==> src/rtl/fwi_pkg.sv <==
package fwi_pkg;

  typedef enum logic [0:0] {
    WM_AT_OR_ABOVE = 1'b0,
    WM_BELOW       = 1'b1
  } wm_dir_e;

  typedef struct packed {
    logic tx;
    logic rx;
  } evt_pair_t;

endpackage

==> src/rtl/fwi_thresh_dec.sv <==
module fwi_thresh_dec #(
  parameter int unsigned CODE_W  = 3,
  parameter int unsigned LVL_W   = 6,
  parameter int unsigned NUM_POW = 4,
  parameter int unsigned CAP_TH  = 30
) (
  input  logic [CODE_W-1:0] code,
  output logic [LVL_W-1:0]  thresh
);

  localparam int unsigned CODE_MAX = (1 << CODE_W) - 1;

  logic [LVL_W-1:0] th_d;

  always_comb begin
    if (code == '0) begin
      th_d = LVL_W'(1);
    end else if (CODE_MAX >= NUM_POW && 32'(code) >= NUM_POW) begin
      th_d = LVL_W'(CAP_TH);
    end else begin
      th_d = LVL_W'(1) << (32'(code) + 32'd1);
    end
  end

  assign thresh = th_d;

  // a decoded threshold is never zero
  always_comb begin
    a_th_nonzero_r1: assert (thresh != '0);
  end

endmodule

==> src/rtl/fwi_wmark_chan.sv <==
module fwi_wmark_chan
  import fwi_pkg::*;
#(
  parameter int unsigned LVL_W   = 6,
  parameter int unsigned CODE_W  = 3,
  parameter int unsigned NUM_POW = 4,
  parameter int unsigned CAP_TH  = 30,
  parameter wm_dir_e     DIR     = WM_AT_OR_ABOVE
) (
  input  logic              clk,
  input  logic              rst_n,
  input  logic [LVL_W-1:0]  lvl,
  input  logic              clr,
  input  logic [CODE_W-1:0] code,
  output logic [LVL_W-1:0]  eff_lvl,
  output logic              evt
);

  logic [LVL_W-1:0] thresh;
  logic             cond;
  logic             cond_q, cond_d;
  logic             evt_q, evt_d;

  fwi_thresh_dec #(
    .CODE_W (CODE_W),
    .LVL_W  (LVL_W),
    .NUM_POW(NUM_POW),
    .CAP_TH (CAP_TH)
  ) u_dec (
    .code  (code),
    .thresh(thresh)
  );

  assign eff_lvl = clr ? '0 : lvl;

  generate
    if (DIR == WM_AT_OR_ABOVE) begin : g_fill
      assign cond = (eff_lvl >= thresh);
    end else begin : g_drain
      assign cond = (eff_lvl < thresh);
    end
  endgenerate

  always_comb begin
    cond_d = cond;
    evt_d  = cond & ~cond_q & ~clr;
  end

  always_ff @(posedge clk or negedge rst_n) begin
    if (!rst_n) begin
      cond_q <= 1'b0;
      evt_q  <= 1'b0;
    end else begin
      cond_q <= cond_d;
      evt_q  <= evt_d;
    end
  end

  assign evt = evt_q;

  // a pulse never lasts two cycles
  p_wm_single_r4: assert property (@(posedge clk) disable iff (!rst_n)
    evt |=> !evt);

  // a clear cycle never yields a pulse
  p_clr_mask_r8: assert property (@(posedge clk) disable iff (!rst_n)
    clr |=> !evt);

endmodule

==> src/rtl/fwi_ovf_det.sv <==
module fwi_ovf_det #(
  parameter int unsigned N = 2
) (
  input  logic         clk,
  input  logic         rst_n,
  input  logic [N-1:0] push,
  input  logic [N-1:0] full,
  output logic [N-1:0] ovf
);

  logic [N-1:0] ovf_q, ovf_d;

  for (genvar i = 0; i < N; i++) begin : g_ch
    always_comb begin
      ovf_d[i] = push[i] & full[i];
    end

    always_ff @(posedge clk or negedge rst_n) begin
      if (!rst_n) begin
        ovf_q[i] <= 1'b0;
      end else begin
        ovf_q[i] <= ovf_d[i];
      end
    end

    // an attempted write into a full queue is reported
    p_ovf_hit_r6: assert property (@(posedge clk) disable iff (!rst_n)
      (push[i] && full[i]) |=> ovf[i]);

    // no report without both push and full
    p_ovf_quiet_r6: assert property (@(posedge clk) disable iff (!rst_n)
      !(push[i] && full[i]) |=> !ovf[i]);
  end

  assign ovf = ovf_q;

endmodule

==> src/rtl/fwi_status_pack.sv <==
module fwi_status_pack #(
  parameter int unsigned LVL_W  = 6,
  parameter int unsigned WORD_W = 32,
  parameter int unsigned RX_OFS = 16
) (
  input  logic              clk,
  input  logic              rst_n,
  input  logic [LVL_W-1:0]  tx_lvl,
  input  logic [LVL_W-1:0]  rx_lvl,
  output logic [WORD_W-1:0] word
);

  localparam logic [WORD_W-1:0] FIELD_MASK =
    (WORD_W'((1 << LVL_W) - 1)) | (WORD_W'((1 << LVL_W) - 1) << RX_OFS);

  logic [WORD_W-1:0] word_q, word_d;

  always_comb begin
    word_d = '0;
    word_d[LVL_W-1:0]             = tx_lvl;
    word_d[RX_OFS +: LVL_W]       = rx_lvl;
  end

  always_ff @(posedge clk or negedge rst_n) begin
    if (!rst_n) begin
      word_q <= '0;
    end else begin
      word_q <= word_d;
    end
  end

  assign word = word_q;

  // padding bits stay zero
  p_pad_zero_r7: assert property (@(posedge clk) disable iff (!rst_n)
    (word & ~FIELD_MASK) == '0);

endmodule

==> src/rtl/fifo_wmark_irq.sv <==
module fifo_wmark_irq
  import fwi_pkg::*;
#(
  parameter int unsigned LVL_W     = 6,
  parameter int unsigned RX_CODE_W = 3,
  parameter int unsigned TX_CODE_W = 2,
  parameter int unsigned NUM_POW   = 4,
  parameter int unsigned RX_CAP_TH = 30,
  parameter int unsigned TX_CAP_TH = 16,
  parameter int unsigned STAT_W    = 32,
  parameter int unsigned RX_OFS    = 16
) (
  input  logic                 clk,
  input  logic                 rst_n,
  input  logic [LVL_W-1:0]     tx_lvl,
  input  logic [LVL_W-1:0]     rx_lvl,
  input  logic                 tx_push,
  input  logic                 rx_push,
  input  logic                 tx_full,
  input  logic                 rx_full,
  input  logic                 tx_clr,
  input  logic                 rx_clr,
  input  logic [TX_CODE_W-1:0] tx_sel,
  input  logic [RX_CODE_W-1:0] rx_sel,
  output logic                 tx_wm_evt,
  output logic                 rx_wm_evt,
  output logic                 tx_ovf_evt,
  output logic                 rx_ovf_evt,
  output logic [STAT_W-1:0]    lvl_status
);

  localparam int unsigned NCH = 2;

  logic [LVL_W-1:0] tx_eff, rx_eff;
  evt_pair_t        push_v, full_v, ovf_v;

  fwi_wmark_chan #(
    .LVL_W  (LVL_W),
    .CODE_W (TX_CODE_W),
    .NUM_POW(NUM_POW),
    .CAP_TH (TX_CAP_TH),
    .DIR    (WM_BELOW)
  ) u_tx_wm (
    .clk    (clk),
    .rst_n  (rst_n),
    .lvl    (tx_lvl),
    .clr    (tx_clr),
    .code   (tx_sel),
    .eff_lvl(tx_eff),
    .evt    (tx_wm_evt)
  );

  fwi_wmark_chan #(
    .LVL_W  (LVL_W),
    .CODE_W (RX_CODE_W),
    .NUM_POW(NUM_POW),
    .CAP_TH (RX_CAP_TH),
    .DIR    (WM_AT_OR_ABOVE)
  ) u_rx_wm (
    .clk    (clk),
    .rst_n  (rst_n),
    .lvl    (rx_lvl),
    .clr    (rx_clr),
    .code   (rx_sel),
    .eff_lvl(rx_eff),
    .evt    (rx_wm_evt)
  );

  assign push_v = '{tx: tx_push, rx: rx_push};
  assign full_v = '{tx: tx_full, rx: rx_full};

  fwi_ovf_det #(
    .N(NCH)
  ) u_ovf (
    .clk  (clk),
    .rst_n(rst_n),
    .push (push_v),
    .full (full_v),
    .ovf  (ovf_v)
  );

  assign tx_ovf_evt = ovf_v.tx;
  assign rx_ovf_evt = ovf_v.rx;

  fwi_status_pack #(
    .LVL_W (LVL_W),
    .WORD_W(STAT_W),
    .RX_OFS(RX_OFS)
  ) u_stat (
    .clk   (clk),
    .rst_n (rst_n),
    .tx_lvl(tx_eff),
    .rx_lvl(rx_eff),
    .word  (lvl_status)
  );

  // a cleared queue reads as empty in the next status word
  p_tx_clr_zero_r8: assert property (@(posedge clk) disable iff (!rst_n)
    tx_clr |=> (lvl_status[LVL_W-1:0] == '0));

  p_rx_clr_zero_r8: assert property (@(posedge clk) disable iff (!rst_n)
    rx_clr |=> (lvl_status[RX_OFS +: LVL_W] == '0));

  // outputs are quiet while reset is applied
  always_comb begin
    if (!rst_n) begin
      a_rst_quiet_r5: assert (!tx_wm_evt && !rx_wm_evt && !tx_ovf_evt
                              && !rx_ovf_evt && lvl_status == '0);
    end
  end

endmodule

==> config.mk <==
export PLATFORM = sky130hd
export DESIGN_NAME = fifo_wmark_irq
export DESIGN_NICKNAME = d
export VERILOG_FILES = /design/src/rtl/fwi_pkg.sv /design/src/rtl/fwi_thresh_dec.sv /design/src/rtl/fwi_wmark_chan.sv /design/src/rtl/fwi_ovf_det.sv /design/src/rtl/fwi_status_pack.sv /design/src/rtl/fifo_wmark_irq.sv
export SDC_FILE = /design/constraint.sdc
export NUM_CORES = 1
export LEC_CHECK = 0
export ABC_AREA = 1
export CORE_MARGIN = 5
export CORE_UTILIZATION = 25
export CTS_CLUSTER_DIAMETER = 200
export DETAILED_ROUTE_END_ITERATION = 10
export HOLD_SLACK_MARGIN = 0.08
export MAX_ROUTING_LAYER = met4
export PLACE_DENSITY = 0.61
export SLEW_MARGIN = 40
export SYNTH_ARGS = -nofsm -noshare
export SYNTH_HDL_FRONTEND = slang
export SYNTH_SLANG_ARGS = --single-unit
==> constraint.sdc <==
create_clock -name clk -period 1 [get_ports clk]
set_input_delay 0.2 -clock clk [delete_from_list [all_inputs] [get_ports clk]]
set_output_delay 0.2 -clock clk [all_outputs]
set_load 0.005 [all_outputs]
==> results of run 1 <==
==> final timing paths <==
check / from / endpoint / slack (ns) / depth (start not counted)
setup / recovery: tx_sel[0] / u_tx_wm.cond_q / 0.02 / 9
hold / removal: rx_clr / u_stat.word[17] / 0.16 / 2
setup reg to reg: u_rx_wm.cond_q / u_rx_wm.evt / 0.23 / 2
hold reg to reg: u_tx_wm.cond_q / u_tx_wm.evt / 0.49 / 2
max in group asynchronous: rst_n / u_stat.word[21] / 0.59 / 2
min in group asynchronous: rst_n / u_rx_wm.cond_q / 0.29 / 2
==> cell families after synthesis <==
kind of cell	share of synthesized area, %
adder cells (fa/ha/maj)	12.9
AND/OR/NAND/NOR	17.7
flip-flops	42.1
AO/OA/AOI/OAI	4.21
buffers and inverters	22.5
other	0.702
==> through the flow <==
| step | setup TNS [ns] | hold WS, ns | std cells | power, mW |
|---|---|---|---|---|
| final | 0 | 0.155 | 235 | 1.82 |
| after global routing | -0.0989 | 0.151 | 235 | 1.93 |
| after CTS | 0 | 0.152 | 234 | 1.82 |
| after detailed placement | -4.44 | 0.474 | 225 | 1.21 |
| after global placement | -4.16 | 0.470 | 225 | 1.20 |
| after floorplan | -0.180 | -0.0956 | 146 | 1.01 |
==> flip-flops by register name (all words and copies together), names as in the netlist <==
name,count
u_ovf.ovf,2
u_tx_wm.cond_q,1
u_rx_wm.cond_q,1
u_tx_wm.evt,1
u_stat.word,12
u_rx_wm.evt,1
==> where the power goes <==
group          internal, mW  total, mW  switching (mW)
combinational         0.236      0.468           0.231
clock                 0.349      0.575           0.226
sequential            0.772      0.782         0.00963
==> what timing repair did <==
item                                    in CTS  in global routing
pin swaps                                   46                 22
gates resized for setup                    155                 19
buffers inserted                             5                  1
endpoints found under the hold margin        0                  0
endpoints found under the setup margin      20                  4
==> per-layer routing <==
layer	routed length, microns	vias to the layer above
met5	0	-
met3	316	2
met4	12	0
met2	1190	39
li1	-	445
met1	854	403
==> cells in the mapped netlist, drive strengths merged <==
cell and instances:
a21o 2, a21oi 5, buf 20, clkinv 1, conb 2, dfrtp 18, ha 11, inv 23
nand2 18, nor2 20, nor3 1, o21ai 1, or2 3
==> critical path: stages <==
cell and delay, ns:
buf_8 0.08, inv_4 0.03, or2_4 0.25, ha_4 0.26, nand2_2 0.04, nor2_1 0.09
nand2_1 0.07, nand2_2 0.08, inv_1 0.04
==> cell type report <==
class | instances | area, sq um
Timing Repair Buffer | 55 | 423
Clock buffer | 4 | 55.1
Fill cell | 419 | 2400
Tap cell | 50 | 62.6
Inverter | 24 | 95.1
Multi-Input combinational cell | 84 | 602
Sequential cell | 18 | 450
==> impl_metrics.env, run 1 <==
export IMPL_wl_per_cell_microns=10.1
export IMPL_grt_pass1_wl_mm=3.62
export IMPL_synth_area_leaders="dfrtp_1 42%, buf_4 14%, ha_1 13%"
export IMPL_grt_max_degree=19
export IMPL_layout_common_cells="23 x conb_1, 21 x buf_2, 18 x dfrtp_1"
export IMPL_pin_count=61
export IMPL_finalInstanceArea_sq_um=1690
export IMPL_viasPerCell=3.78
export IMPL_cts_sinks=18
export IMPL_clk_latency_ns=0.24
export IMPL_yosysTopAreaCell="dfrtp_1"
export IMPL_netlist_area_sq_um=1070
export IMPL_avgSynthCellArea_sq_um=8.56
export IMPL_worst_slack_ns=0.0205
export IMPL_initial_core_util_pct=26.2
export IMPL_fp_dieArea_sq_um=5690
export IMPL_nets=222
export IMPL_finalWirelength_mm=2.38
export IMPL_track_usage_pct=8.38
export IMPL_layout_commonest_cell="conb_1"
export IMPL_yosysWarnings=0
export IMPL_worstSetupPathType="in2reg"
export IMPL_clk_path_buf_depth=2
export IMPL_dr_pass1_iters=4
export IMPL_rsz0062_at_grt="true"
export IMPL_final_layout_size_suffix_gt1_share_pct=47.0
export IMPL_postLayoutCoreUtil_pct=41.3
export IMPL_pre_cts_ws_ns=-0.775
export IMPL_ys_ff_latch=18
export IMPL_place_area_sq_um=1540
export IMPL_place_hpwl_mm=1.78
export IMPL_die_w_microns=75.4
export IMPL_drt_iter0_drc=19
export IMPL_max_freq_mhz=1020
export IMPL_min_period_over_period_pct=97.9
export IMPL_hp_class="in2reg"
export IMPL_vias=889
export IMPL_yosysTopAreaCellShare_pct=42.1
export IMPL_yosysSeqAreaShare_pct=42.1
export IMPL_hold_buffers=0
export IMPL_arrival_ns=1.12
export IMPL_cts_root_buf="clkbuf_8"
export IMPL_io_buffers=40
export IMPL_skew_ns=0.000427
export IMPL_area_growth_pct=57.8
export IMPL_end_kind="flop"
export IMPL_peakVddDrop_mv=0.363
export IMPL_synth_cell_type_count=18
export IMPL_drc_errors=0
export IMPL_min_period_ns=0.979
export IMPL_met1_usage_pct=9.12
export IMPL_cts_made_buffers=3
export IMPL_drv_cap=0
export IMPL_syn_inst=125
export IMPL_ant_nets=0
export IMPL_diodes=0
export IMPL_leakagePower_nw=0.934
export IMPL_core_area_sq_um=4090
export IMPL_final_hold_violation_count=0
export IMPL_setup_violations_final=0
export IMPL_top_usage_layer="met2"
export IMPL_crit_fanout=3
export IMPL_antenna_found_initial=0
export IMPL_h_tree_depth=1
export IMPL_die_h_microns=75.4
export IMPL_start_kind="primary input"
export IMPL_first_global_vias=888
export IMPL_cts_clk_slew_worst_paths_ns=0.07
export IMPL_p_per_area_nw_per_um2=1080
export IMPL_required_ns=1.14
export IMPL_grtUsageMet3_pct=2.24
export IMPL_status="finished, final reports clean"
export IMPL_grt_use_met2_pct=14.8
export IMPL_grt_overflow=0
export IMPL_cts_tree="done"
export IMPL_final_max_slew_violation_count=0
export IMPL_rows=23
export IMPL_place_gp_congestion=0.776
Power figures use the tool's default switching activity.
==> run 2: changes to the inputs <==
- CORE_MARGIN: 5 -> default
==> run 2 against run 1 <==
Against the previous run: clock-buffer cell count down 1; sequential share of layout area down 1.0 points; routed wire length down 6.1%; critical path depth down 1; sequential power about the same; register-to-register slack about the same; via count up 4.2%.
==> impl_metrics.env, run 2 (same netlist as run 1, synthesis figures left out) <==
export IMPL_max_freq_mhz=1020
export IMPL_worstSetupPathType="in2reg"
export IMPL_track_usage_pct=10.4
export IMPL_dp_cells=225
export IMPL_viasPerCell=3.89
export IMPL_h_tree_depth=1
export IMPL_clk_latency_ns=0.25
export IMPL_antenna_found_initial=0
export IMPL_grt_overflow=0
export IMPL_leakagePower_nw=0.952
export IMPL_drv_cap=0
export IMPL_place_hpwl_mm=1.51
export IMPL_ant_nets=0
export IMPL_die_w_microns=67.4
export IMPL_final_max_slew_violation_count=0
export IMPL_initial_core_util_pct=26.4
export IMPL_final_layout_size_suffix_gt1_share_pct=50.5
export IMPL_area_growth_pct=64.1
export IMPL_end_kind="flop"
export IMPL_clk_path_buf_depth=2
export IMPL_cts_sinks=18
export IMPL_hp_class="in2reg"
export IMPL_layout_commonest_cell="conb_1"
export IMPL_hold_buffers=0
export IMPL_final_cells=238
export IMPL_p_per_area_nw_per_um2=1010
export IMPL_drt_iter0_drc=25
export IMPL_core_area_sq_um=4060
export IMPL_wl_per_cell_microns=9.38
export IMPL_layout_common_cells="23 x conb_1, 19 x buf_4, 18 x buf_2, 18 x dfrtp_1, 14 x inv_1"
export IMPL_cts_tree="done"
export IMPL_grt_max_degree=19
export IMPL_largest_reg_flops=12
export IMPL_p_total_mw=1.78
export IMPL_first_global_vias=838
export IMPL_die_h_microns=67.4
export IMPL_place_gp_congestion=0.736
export IMPL_status="finished, final reports clean"
export IMPL_fp_dieArea_sq_um=4540
export IMPL_grt_pass1_wl_mm=3.43
export IMPL_cts_clk_slew_worst_paths_ns=0.06
export IMPL_nets=226
export IMPL_rsz0062_at_grt="true"
export IMPL_cts_made_buffers=3
export IMPL_min_period_ns=0.981
export IMPL_final_hold_violation_count=0
export IMPL_rows=23
export IMPL_start_kind="primary input"
export IMPL_cts_root_buf="clkbuf_8"
export IMPL_io_buffers=40
export IMPL_min_period_over_period_pct=98.1
export IMPL_vias=926
export IMPL_r2r_slack_ns=0.23
export IMPL_setup_violations_final=0
export IMPL_peakVddDrop_mv=0.382
export IMPL_required_ns=1.17
export IMPL_skew_ns=0.0000399
export IMPL_arrival_ns=1.15
export IMPL_crit_fanout=4
export IMPL_pin_count=61
export IMPL_drc_errors=0
export IMPL_finalWirelength_mm=2.23
export IMPL_diodes=0
export IMPL_dr_pass1_iters=2
run 2: cell types whose count changed in the layout (fill, tap and decap cells not counted), moves of 2 or more:
cell | previous run | this run
buf_6 | 3 | 5
inv_2 | 5 | 7
buf_4 | 15 | 19
inv_1 | 16 | 14
ha_1 | 8 | 5
nand2_2 | 7 | 5
ha_4 | 3 | 6
buf_2 | 21 | 18
clkbuf_2 | 1 | 3
run 2: worst paths after layout:
path | startpoint | to | depth (start not counted)
worst max register to register | u_rx_wm.cond_q | u_rx_wm.evt | 2
max in group asynchronous | rst_n | u_rx_wm.evt | 2
worst min-delay path | rx_clr | u_stat.word[17] | 2
worst max-delay path | rx_sel[0] | u_rx_wm.evt | 8
min in group asynchronous | rst_n | u_stat.word[21] | 2
worst min register to register | u_tx_wm.cond_q | u_tx_wm.evt | 2
run 2: metal layers:
layer | routed length, microns | GRT usage (%) | up-vias | share of wire, %
met1 | 882 | 10.9 | 430 | 40
met3 | 187 | 1.52 | 2 | 8.4
met5 | 0 | - | - | 0
met4 | 9 | 3.99 | 0 | 0.40
li1 | - | - | 455 | -
met2 | 1150 | 19.5 | 39 | 52
run 2: worst max-delay path, cell delays in order:
cell and delay (ns):
buf_6 0.11, nor2_2 0.10, nor2_1 0.06, ha_1 0.30
nand2_2 0.06, a21oi_2 0.13, nor2_2 0.06, a21oi_1 0.13
run 2: cell type report:
| class | instances | area (sq um) |
|---|---|---|
| inverters | 24 | 95.1 |
| clock buffers | 3 | 41.3 |
| well taps | 50 | 62.6 |
| repair buffers | 59 | 454 |
| flip-flops and latches | 18 | 450 |
| fillers | 382 | 2300 |
| multi-input cells | 84 | 652 |
run 2: power breakdown:
| group | switching, mW | leakage (nW) | internal, mW |
|---|---|---|---|
| Combinational | 0.247 | 0.699 | 0.262 |
| Clock | 0.223 | 0.0216 | 0.267 |
| Sequential | 0.00933 | 0.231 | 0.772 |
run 2: through the flow:
stage | setup WS, ns | util (%) | cell area [sq um] | hold WS, ns | TNS (ns)
floorplan | -0.0596 | - | 1150 | -0.0956 | -0.180
global placement | -0.769 | 38.1 | 1540 | 0.482 | -4.24
detailed placement | -0.801 | 38.1 | 1540 | 0.473 | -4.56
CTS | 0.000190 | 41.7 | 1690 | 0.153 | 0
global route | -0.0248 | 43.3 | 1760 | 0.169 | -0.0476
finish | 0.0185 | 43.3 | 1760 | 0.169 | 0
run 2: timing repair:
action                                 in CTS  in global routing
setup endpoints to repair                  20                  5
pin swaps                                  45                 30
buffers inserted                           10                  0
gates resized for setup                   152                 28
endpoints found under the hold margin       0                  0
